[src/rtl/ir_pulse_front.sv]
module ir_pulse_front #(
  parameter int LEN_W  = 7,
  parameter int NTHR_W = 6,
  parameter int ITHR_W = 8
) (
  input  logic              clk,
  input  logic              rst_n,
  input  logic              ir_in,
  input  logic [2:0]        clk_sel,
  input  logic [NTHR_W-1:0] noise_thr,
  input  logic [ITHR_W-1:0] idle_thr,
  input  logic              irq_en,
  input  logic              flag_clr,
  output logic              wr_en,
  output logic [LEN_W:0]    wr_data,
  output logic              done_flag,
  output logic              irq
);
  localparam int CW    = LEN_W + 1;
  localparam int NW    = NTHR_W + 1;
  localparam int RW    = ITHR_W + 8;
  localparam logic [CW-1:0] MAXL = CW'(2**LEN_W - 1);

  logic [1:0]    sync;
  logic [8:0]    pcnt, plim;
  logic          tick, smp, recv, last, lvl;
  logic [RW-1:0] run, run_nx, lim;
  logic [CW-1:0] cnt, sum;
  logic [NW-1:0] nz;

  always_ff @(posedge clk or negedge rst_n)
    if (!rst_n) sync <= 2'b11;
    else        sync <= {sync[0], ir_in};

  assign smp = sync[1];

  always_comb
    case (clk_sel)
      3'd1:    plim = 9'd127;
      3'd2:    plim = 9'd255;
      3'd3:    plim = 9'd511;
      default: plim = 9'd63;
    endcase

  assign tick = (clk_sel == 3'd4) || (pcnt >= plim);

  always_ff @(posedge clk or negedge rst_n)
    if (!rst_n)    pcnt <= '0;
    else if (tick) pcnt <= '0;
    else           pcnt <= pcnt + 9'd1;

  assign run_nx = (smp == last) ? run + RW'(1) : RW'(1);
  assign lim    = (RW'(idle_thr) + RW'(1)) << 7;
  assign sum    = cnt + CW'(nz) + CW'(1);

  always_ff @(posedge clk or negedge rst_n)
    if (!rst_n) begin
      recv <= 1'b0; last <= 1'b1; lvl <= 1'b1; run <= '0;
      cnt <= '0; nz <= '0; wr_en <= 1'b0; wr_data <= '0;
    end else begin
      wr_en <= 1'b0;
      if (tick) begin
        last <= smp;
        if (!recv) begin
          if (!smp) begin
            recv <= 1'b1; lvl <= smp; cnt <= CW'(1); nz <= '0; run <= RW'(1);
          end
        end else begin
          run <= run_nx;
          if (run_nx >= lim) begin
            recv <= 1'b0;
          end else if (smp == lvl) begin
            nz <= '0;
            if (sum > MAXL) begin
              wr_en   <= 1'b1;
              wr_data <= {lvl, MAXL[LEN_W-1:0]};
              cnt     <= sum - MAXL;
            end else begin
              cnt <= sum;
            end
          end else if (nz >= NW'(noise_thr)) begin
            wr_en   <= 1'b1;
            wr_data <= {lvl, cnt[LEN_W-1:0]};
            lvl     <= smp;
            cnt     <= CW'(nz) + CW'(1);
            nz      <= '0;
          end else begin
            nz <= nz + NW'(1);
          end
        end
      end
    end

  always_ff @(posedge clk or negedge rst_n)
    if (!rst_n)                             done_flag <= 1'b0;
    else if (tick && recv && run_nx >= lim) done_flag <= 1'b1;
    else if (flag_clr)                      done_flag <= 1'b0;

  assign irq = done_flag & irq_en;
endmodule

[config.mk]
export PLATFORM = sky130hd
export DESIGN_NAME = ir_pulse_front
export DESIGN_NICKNAME = d
export VERILOG_FILES = /design/src/rtl/ir_pulse_front.sv
export SDC_FILE = /design/constraint.sdc
export NUM_CORES = 1
export LEC_CHECK = 0
export CAP_MARGIN = 10
export CORE_UTILIZATION = 50
export CTS_BUF_LIST = sky130_fd_sc_hd__clkbuf_4
export DETAILED_ROUTE_END_ITERATION = 7
export GPL_TIMING_DRIVEN = 0
export PLACE_DENSITY = 0.72
export SYNTH_ARGS = -nofsm -noshare
export SYNTH_HDL_FRONTEND = slang
export SYNTH_SLANG_ARGS = --single-unit
[constraint.sdc]
create_clock -name clk -period 6.85 [get_ports clk]
set_clock_uncertainty 0.1 [all_clocks]
set_input_delay 1.37 -clock clk [delete_from_list [all_inputs] [get_ports clk]]
set_output_delay 1.37 -clock clk [all_outputs]
set_load 0.03 [all_outputs]
## Yosys cells after proc, flatten, opt, wreduce, memory -nomap -nowiden

Cells that the tools add are included.

| word-level totals | value |
|---|---|
| input bits | 22 |
| register bits | 55 |
| output and inout bits | 11 |

| operators by class | value |
|---|---|
| add/sub/neg operators | 8 |
| multiplexer cells | 35 |
| reductions and logical operators | 10 |
| order comparisons | 4 |
| equal/unequal tests | 12 |
| bitwise logic cells | 2 |

Operator list:

| cell | count |
|---|---|
| $mux 8 | 9 |
| $mux 16 | 3 |
| $mux 7 | 5 |
| $pmux 9 s3 | 1 |
| $add 16x1->16 const B | 1 |
| $ge 16x16->1 | 1 |
| $mux 1 | 16 |
| $reduce_and 5->1 | 2 |
| $add 8x1->9 const B | 1 |
| $add 9x1->9 const B | 1 |
| $ge 9x9->1 | 1 |
| $mux 9 | 1 |
| $add 7x1->8 const B | 1 |
| $add 8x1->8 const B | 1 |
| $add 8x7->8 | 1 |
| $gt 8x7->1 const B | 1 |
| $sub 8x7->8 const B | 1 |
| $add 7x1->7 const B | 1 |
| $ge 7x6->1 | 1 |
| $eq 3x2->1 const B | 2 |
| $ne 2x1->1 const B | 3 |
| $ne 2x2->1 const B | 2 |
| $reduce_and 4->1 | 1 |
| $reduce_bool 2->1 | 2 |
| 10 further kinds | 12 |

## Depth between registers and ports, before layout

Gate-level depths: netlist of the first run.

| logic depth | value |
|---|---|
| depth after elaboration | 8 |
| mapped depth | 15 |
| depth with buffers taken out | 14 |

## Worst setup path before layout of the first run

No wires, ideal clock.

| timing | value |
|---|---|
| path type | input to register |
| start point | input idle_thr[0] |
| end point | register cnt[7] |
| required time | 6625 ps |
| path slack | 2838 ps |
| library setup time | 125 ps |
| path buffers | 1 |
| stages | 11 |
| arrival time | 3787 ps |
| path through | ha_1 -> nand3_1 -> xor2_1 -> ha_1 -> nand4_1 -> or4_4 -> o31a_4 -> o21bai_4 -> nand2b_1 -> buf_6 -> mux2_4 |

| between the ends | value |
|---|---|
| cells in the longest elaborated chain, start to end | 4 |

RTL lines:

| item | line | text |
|---|---|---|
| from (decl) | 11 | `input logic [ITHR_W-1:0] idle_thr,` |
| $add 8x1->9 | 53 | `assign lim = (RW'(idle_thr) + RW'(1)) << 7;` |
| $ge 16x16->1 | 70 | `if (run_nx >= lim) begin` |
| $ne 2x2->1 (no source line) | - |  |
| $reduce_and 4->1 (no source line) | - |  |
| to (signal assigned) | 77 | `cnt <= sum - MAXL;` |
| to (signal assigned) | 79 | `cnt <= sum;` |
| to (signal assigned) | 85 | `cnt <= CW'(nz) + CW'(1);` |
| to (decl) | 28 | `logic [CW-1:0] cnt, sum;` |

Every way passes these cells.
A chain may end at the register's enable or synchronous reset.

## Worst setup path in the final report of the first run

| timing | value |
|---|---|
| start point | input idle_thr[3] |
| end point | register cnt[7] |

Same word-level chain as after synthesis.

==> flow_summary_export.csv, run 1 <==
group,metric,value,unit
cells_and_area,antenna_cells,0,
pwr,p_per_area,279,nW/um^2
synthesis,yosys.area_share.simple,20.4,%
detailed_routing,top_layer,"met4",
global_routing,grtUsageTotal,23.2,%
critical_path,crit_start,"idle_thr[3]",
timing,max_freq,225,MHz
synthesis,synth_fa_ha_area_share,9.90,%
synthesis,ys_top_cells_by_area,"dfrtp_1 32%, ha_1 9.4%, xor2_1 4.6%",
synthesis,synth_cell_types,59,
synthesis,synth_area,4000,um^2
cells_and_area,fill_cells,717,
synthesis,synth_top_area_cell,"dfrtp_1",
clocking,clkTransAtPathRegs,0.17,ns
synthesis,synth_nets,507,
global_routing,grt_pass1_vias,3357,
detailed_routing,vias_per_cell,5.85,
synthesis,async_reset_ff_share,100,%
synthesis,ys_warn_count,0,
timing,timing.hold.ws,0.267,ns
clocking,htreeDepth,2,
clocking,insertion_delay,0.39,ns
critical_path,reg2reg_slack,2.68,ns
placement,globalplace.congestion,0.826,
floorplan,die_h,91.4,um
detailed_routing,vias,3492,
placement,dpl.hpwl,6910,um
pwr,p_sw,0.527,mW
synthesis,synth_top_area_share,31.9,%
timing,hold_violations,0,
cells_and_area,fin_nets,547,
critical_path,r2r_start,"run[0]",
timing,finalSetupViolations,0,
clocking,cts_sinks,55,
worst_hold_path,hp-class,"reg -> reg",
synthesis,synth-compound-area-share,20.2,%
synthesis,synth-edff-count,0,
synthesis,ys_ff_latch,55,
critical_path,cp_max_fo,10,
detailed_routing,wl_met3,334,um
critical_path,critPathKind,"in -> reg",
clocking,cts_hold_buffers,0,
global_routing,antenna_found_initial,0,
timing,layout_min_cycle_time,4.45,ns
synthesis,syn_avg_cell_area,8.80,um^2
clocking,cts_setup_buffers,0,
outcome,outcome,"completed",
detailed_routing,dr_wl_met2,4140,um
critical_path,r2r_cells,14,
clocking,cts_resized,0,
cells_and_area,area_growth,13.7,%
floorplan,core_area,7730,um^2
synthesis,synth.mux.area_fraction,1.44,%
timing,slew_violations,0,
critical_path,crit_end,"cnt[7]",
detailed_routing,wirelength,9020,um
critical_path,rr_endpoint,"cnt[7]",
clocking,cts_buffers,5,
cells_and_area,drive_above_1_share,5.66,%
synthesis,synth_xor_area_share,9.24,%
detailed_routing,drtIter0Drc,211,
placement,portBuffers,32,
pwr,p_sw_share,41.6,%
global_routing,globalRouteOverflowTotal,0,
detailed_routing,wl_met1,4330,um
critical_path,cp-end-kind,"flop",
synthesis,yosysMostFrequentCell,"dfrtp_1",
pwr,pwr-share-seq,38.0,%
synthesis,synth_top_family_by_area,"simple AND/OR/NAND/NOR gates",
synthesis,ys.flop_type,"dfrtp_1",
pwr,internal_power,0.740,mW
synthesis,synth_common_cells,"51 x dfrtp_1, 40 x nor2_1, 36 x nand2_1, 31 x o21ai_0, 30 x ha_1",
timing,tightest_slew,0.796,ns
run,drv_cap,0,
detailed_routing,drt_pass1_iterations,4,
pwr,peakVddDrop,0.268,mV
pwr,power.leakage,1.94,nW
floorplan,num_io_pins,33,
detailed_routing,wl_per_cell,15.1,um
detailed_routing,drtAntennaViolNets,0,
clocking,clock_path_buffers,2,
critical_path,cp-start-kind,"input pin",
timing,period_share,64.9,%
critical_path,cp.arrival,4.65,ns
floorplan,die_area,8350,um^2
synthesis,syn_inst,454,
global_routing,grt_max_degree,32,
timing,tns,0,ns
pwr,power_frac_clock,14.6,%
critical_path,cp_data_required_time,7.05,ns
global_routing,grt_pass1_wl,15900,um
clocking,cts_tree,"built",
timing,rsz0062_at_grt,"false",
pwr,p_comb_share,47.4,%
floorplan,num_rows,32,
clocking,ctsRootBufferMaster,"clkbuf_4",
timing,slew_headroom,46.6,%
floorplan,die_w,91.4,um
synthesis,ys_seq_area_share,34.6,%
floorplan,initial_core_util,51.7,%
detailed_routing,remaining_drc_errors,0,
## sequential cells by signal, summed over array words and instances (netlist names), 2 cells and up
name	cells
run	16
pcnt	9
cnt	8
wr_data	8
nz	7
sync	2
## per-stage QoR
step           instances  utilization (%)  instance area (um^2)  worst slack (ns)  total power [mW]
6_report             597             58.8                  4540              2.40              1.27
4_1_cts              597             58.8                  4540              2.43              1.27
5_1_grt              597             58.8                  4540              2.28              1.37
2_1_floorplan        454                -                  4000              2.84             0.905
3_5_place_dp         589             57.7                  4460              2.00              1.08
3_3_place_gp         588             57.5                  4440              2.05              1.06
## power by group through the flow
stage	sequential (mW)	combinational [mW]	clock [mW]
2_1_floorplan	0.514	0.391	0
4_1_cts	0.480	0.600	0.189
3_5_place_dp	0.487	0.594	0
3_3_place_gp	0.483	0.574	0
6_report	0.481	0.600	0.185
5_1_grt	0.494	0.676	0.203
## final cells by class
type | count | area, um^2 | share of cell area [%]
buffer | 15 | 73.8 | 1.63
inverter | 25 | 93.8 | 2.07
clock buffer | 6 | 45.0 | 0.992
clock inverter | 2 | 37.5 | 0.827
multi-input combinational | 359 | 2450 | 53.9
sequential | 55 | 1380 | 30.4
timing repair buffer | 33 | 335 | 7.38
tap | 102 | 128 | 2.81
## worst max-delay path: stages
cell and delay [ns]:
clkdlybuf4s50_1 0.54, and3_1 0.23, nand3_1 0.11, xor2_1 0.16, ha_1 0.32, nand4_1 0.17
or4_4 0.55, o31a_4 0.33, o21bai_4 0.25, nand2b_1 0.16, buf_6 0.16, mux2_4 0.29
## cells by family (layout without fill, tap and decap cells)
group / Yosys count / in the layout
xor gates and xnor gates: 40 / 40
buffers and inverters: 40 / 81
DFF: 55 / 55
and+or+nand+nor: 163 / 163
adders and majority gates: 31 / 31
muxes: 5 / 5
AOI/OAI and AO/OA: 120 / 120
## cell usage in the layout (no fill, tap or decap), types with 6 or more instances in the layout
cell             count
dfrtp_1             51
nor2_1              40
nand2_1             36
o21ai_0             31
clkdlybuf4s50_1     31
ha_1                30
nand3_1             26
a21oi_1             25
inv_1               24
xor2_1              21
xnor2_1             18
a31oi_1             13
a22o_1              13
clkbuf_1            11
nand4_1             10
nand2b_1             9
nor2b_1              9
and3_1               8
nor3_1               6
clkbuf_4             6
## worst min-delay path by stage
| stage | start | to | slack [ns] | cells past startpoint |
|---|---|---|---|---|
| floorplan | sync[0] | sync[1] | 0.25 | 0 |
| global placement | sync[0] | sync[1] | 0.25 | 0 |
| detailed placement | sync[0] | sync[1] | 0.25 | 0 |
| CTS | sync[0] | sync[1] | 0.27 | 0 |
| global route | sync[0] | sync[1] | 0.27 | 0 |
| finish | sync[0] | sync[1] | 0.27 | 0 |
## metal layers
| metal | GRT usage, % | up-vias |
|---|---|---|
| met5 | 0 | - |
| li1 | - | 1718 |
| met4 | 7.94 | 0 |
| met3 | 3.27 | 19 |
| met1 | 31.8 | 1675 |
| met2 | 37.4 | 80 |
No activity file was read; power rests on OpenSTA's default activity.
==> inputs of run 2 (changes only) <==
==> constraint.sdc (replaced) <==
create_clock -name clk -period 4.3 [get_ports clk]
set_clock_uncertainty 0.1 [all_clocks]
set_input_delay 0.86 -clock clk [delete_from_list [all_inputs] [get_ports clk]]
set_output_delay 0.86 -clock clk [all_outputs]
set_load 0.03 [all_outputs]
==> run 2 against run 1 <==
Against the previous run: clock power grew 59%; highest routed layer unchanged; sequential share of layout area shrank 0.084 points; first-iteration DRC count shrank 9.5%; final area grew 0.28%.
==> flow_summary_export.csv, run 2 (synthesis gave the netlist of run 1 again) <==
group,metric,value,unit
critical_path,critPathKind,"reg -> reg",
outcome,outcome,"completed",
floorplan,core_area,7730,um^2
placement,portBuffers,32,
critical_path,cp-start-kind,"flop",
clocking,cts_sinks,55,
run,drv_cap,0,
cells_and_area,instances_no_fill,597,
cells_and_area,fin_nets,547,
timing,hold_violations,0,
cells_and_area,multi_input_area,2460,um^2
critical_path,cp_data_required_time,4.50,ns
floorplan,num_rows,32,
pwr,p_per_area,444,nW/um^2
clocking,insertion_delay,0.39,ns
cells_and_area,seqCellArea,1380,um^2
critical_path,r2r_cells,14,
detailed_routing,vias_per_cell,5.80,
detailed_routing,drtAntennaViolNets,0,
cells_and_area,largest_register_ffs,16,
clocking,clock_path_buffers,2,
detailed_routing,vias,3462,
timing,slew_headroom,47.5,%
detailed_routing,drtIter0Drc,191,
worst_hold_path,hold_path_end,"sync[1]",
worst_hold_path,holdPathStages,0,
critical_path,r2r_start,"run[0]",
floorplan,num_io_pins,33,
critical_path,rr_endpoint,"cnt[7]",
cells_and_area,fill_cells,714,
placement,globalplace.congestion,0.826,
cells_and_area,mostFrequentLayoutCells,"51 x dfrtp_1, 39 x nor2_1, 36 x nand2_1",
worst_hold_path,holdCritStartpoint,"sync[0]",
global_routing,globalRouteOverflowTotal,0,
floorplan,initial_core_util,51.7,%
placement,pre_cts_slack,-0.0383,ns
clocking,ctsRootBufferMaster,"clkbuf_4",
cells_and_area,final_common_cell,"dfrtp_1",
floorplan,die_area,8350,um^2
global_routing,antenna_found_initial,0,
critical_path,reg2reg_slack,0.29,ns
timing,setup_ws,0.291,ns
critical_path,cp.arrival,4.21,ns
clocking,clkTransAtPathRegs,0.17,ns
global_routing,grt_max_degree,32,
timing,slew_violations,0,
detailed_routing,remaining_drc_errors,0,
detailed_routing,wl_per_cell,15.1,um
cells_and_area,top_regs,"run: 16 flops, pcnt: 9 flops",
placement,dpl.hpwl,6910,um
detailed_routing,wirelength,9020,um
timing,layout_min_cycle_time,4.01,ns
cells_and_area,antenna_cells,0,
critical_path,cp-end-kind,"flop",
pwr,peakVddDrop,0.429,mV
cells_and_area,area_growth,14.0,%
clocking,cts_tree,"built",
worst_hold_path,hp-class,"reg -> reg",
pwr,power.leakage,1.94,nW
global_routing,grtUsageTotal,23.2,%
clocking,cts_buffers,5,
timing,tightest_slew,0.782,ns
floorplan,die_h,91.4,um
global_routing,grt_pass1_vias,3357,
placement,dp_cells,589,
timing,max_freq,249,MHz
timing,rsz0062_at_grt,"false",
detailed_routing,drt_pass1_iterations,4,
clocking,htreeDepth,2,
cells_and_area,drive_above_1_share,6.06,%
timing,period_share,93.2,%
clocking,cts_hold_buffers,0,
cells_and_area,regMostFlops,"run",
timing,finalSetupViolations,0,
global_routing,grt_pass1_wl,15900,um
floorplan,die_w,91.4,um
critical_path,cp_max_fo,10,
[run 2: cell types whose count changed in the layout (fill, tap and decap cells not counted)]
cell    delta
nor2_1     -1
nor2_4     +1
nor3_1     -1
nor3_2     +1
[run 2: critical path, stage by stage, from the launching register on]
cell and delay [ns]:
dfrtp_1 0.49, and3_1 0.26, nand3_1 0.25, nor2_4 0.25
nand3_1 0.11, xor2_1 0.15, nor2_1 0.08, ha_1 0.34
nand4_1 0.15, or4_4 0.54, o31a_4 0.33, o21bai_4 0.25
nand2b_1 0.16, buf_6 0.16, mux2_4 0.29
[run 2: cell type report]
cell class / count / share of cell area (%)
Clock inverter: 2 / 0.824
Inverter: 25 / 2.06
Sequential cell: 55 / 30.3
Multi-Input combinational cell: 359 / 54.0
Timing Repair Buffer: 33 / 7.36
Buffer: 15 / 1.62
Clock buffer: 6 / 0.989
Tap cell: 102 / 2.80
[run 2: worst max path at each step]
stage | startpoint | endpoint | cells past startpoint
6_report | run[0] | cnt[7] | 14
2_1_floorplan | run[0] | cnt[7] | 14
4_1_cts | run[0] | cnt[7] | 14
3_3_place_gp | idle_thr[0] | cnt[7] | 12
3_5_place_dp | idle_thr[0] | cnt[7] | 12
5_1_grt | run[0] | cnt[7] | 14
[run 2: layer usage]
| metal | GRT usage, % | wire length [um] | part of all wire [%] | vias up |
|---|---|---|---|---|
| met5 | 0 | 0 | 0 | - |
| met4 | 7.94 | 186 | 2.1 | 0 |
| met3 | 3.27 | 398 | 4.4 | 16 |
| met2 | 37.4 | 4140 | 46 | 87 |
| met1 | 31.8 | 4290 | 48 | 1642 |
| li1 | - | - | - | 1717 |
[run 2: power by group]
group / internal, mW / total (mW) / switching, mW / leakage, nW
clock network: 0.129 / 0.295 / 0.166 / 0.0419
registers: 0.644 / 0.767 / 0.123 / 0.702
logic: 0.406 / 0.958 / 0.551 / 1.19
[run 2: stage by stage]
step           utilization (%)  cell area (um^2)  hold WS [ns]  setup TNS [ns]  power (mW)
2_1_floorplan                -              4000         0.245               0        1.44
3_5_place_dp              57.7              4460         0.249         -0.0383        1.72
6_report                  58.9              4550         0.267               0        2.02
4_1_cts                   58.8              4540         0.268               0        2.02
5_1_grt                   58.9              4550         0.273               0        2.19
3_3_place_gp              57.5              4440         0.246               0        1.68
[run 2: timing repair]
| item | CTS | global route |
|---|---|---|
| gates resized for setup | 0 | 3 |
| setup buffers | 0 | 0 |
| setup endpoints to repair | 0 | 1 |
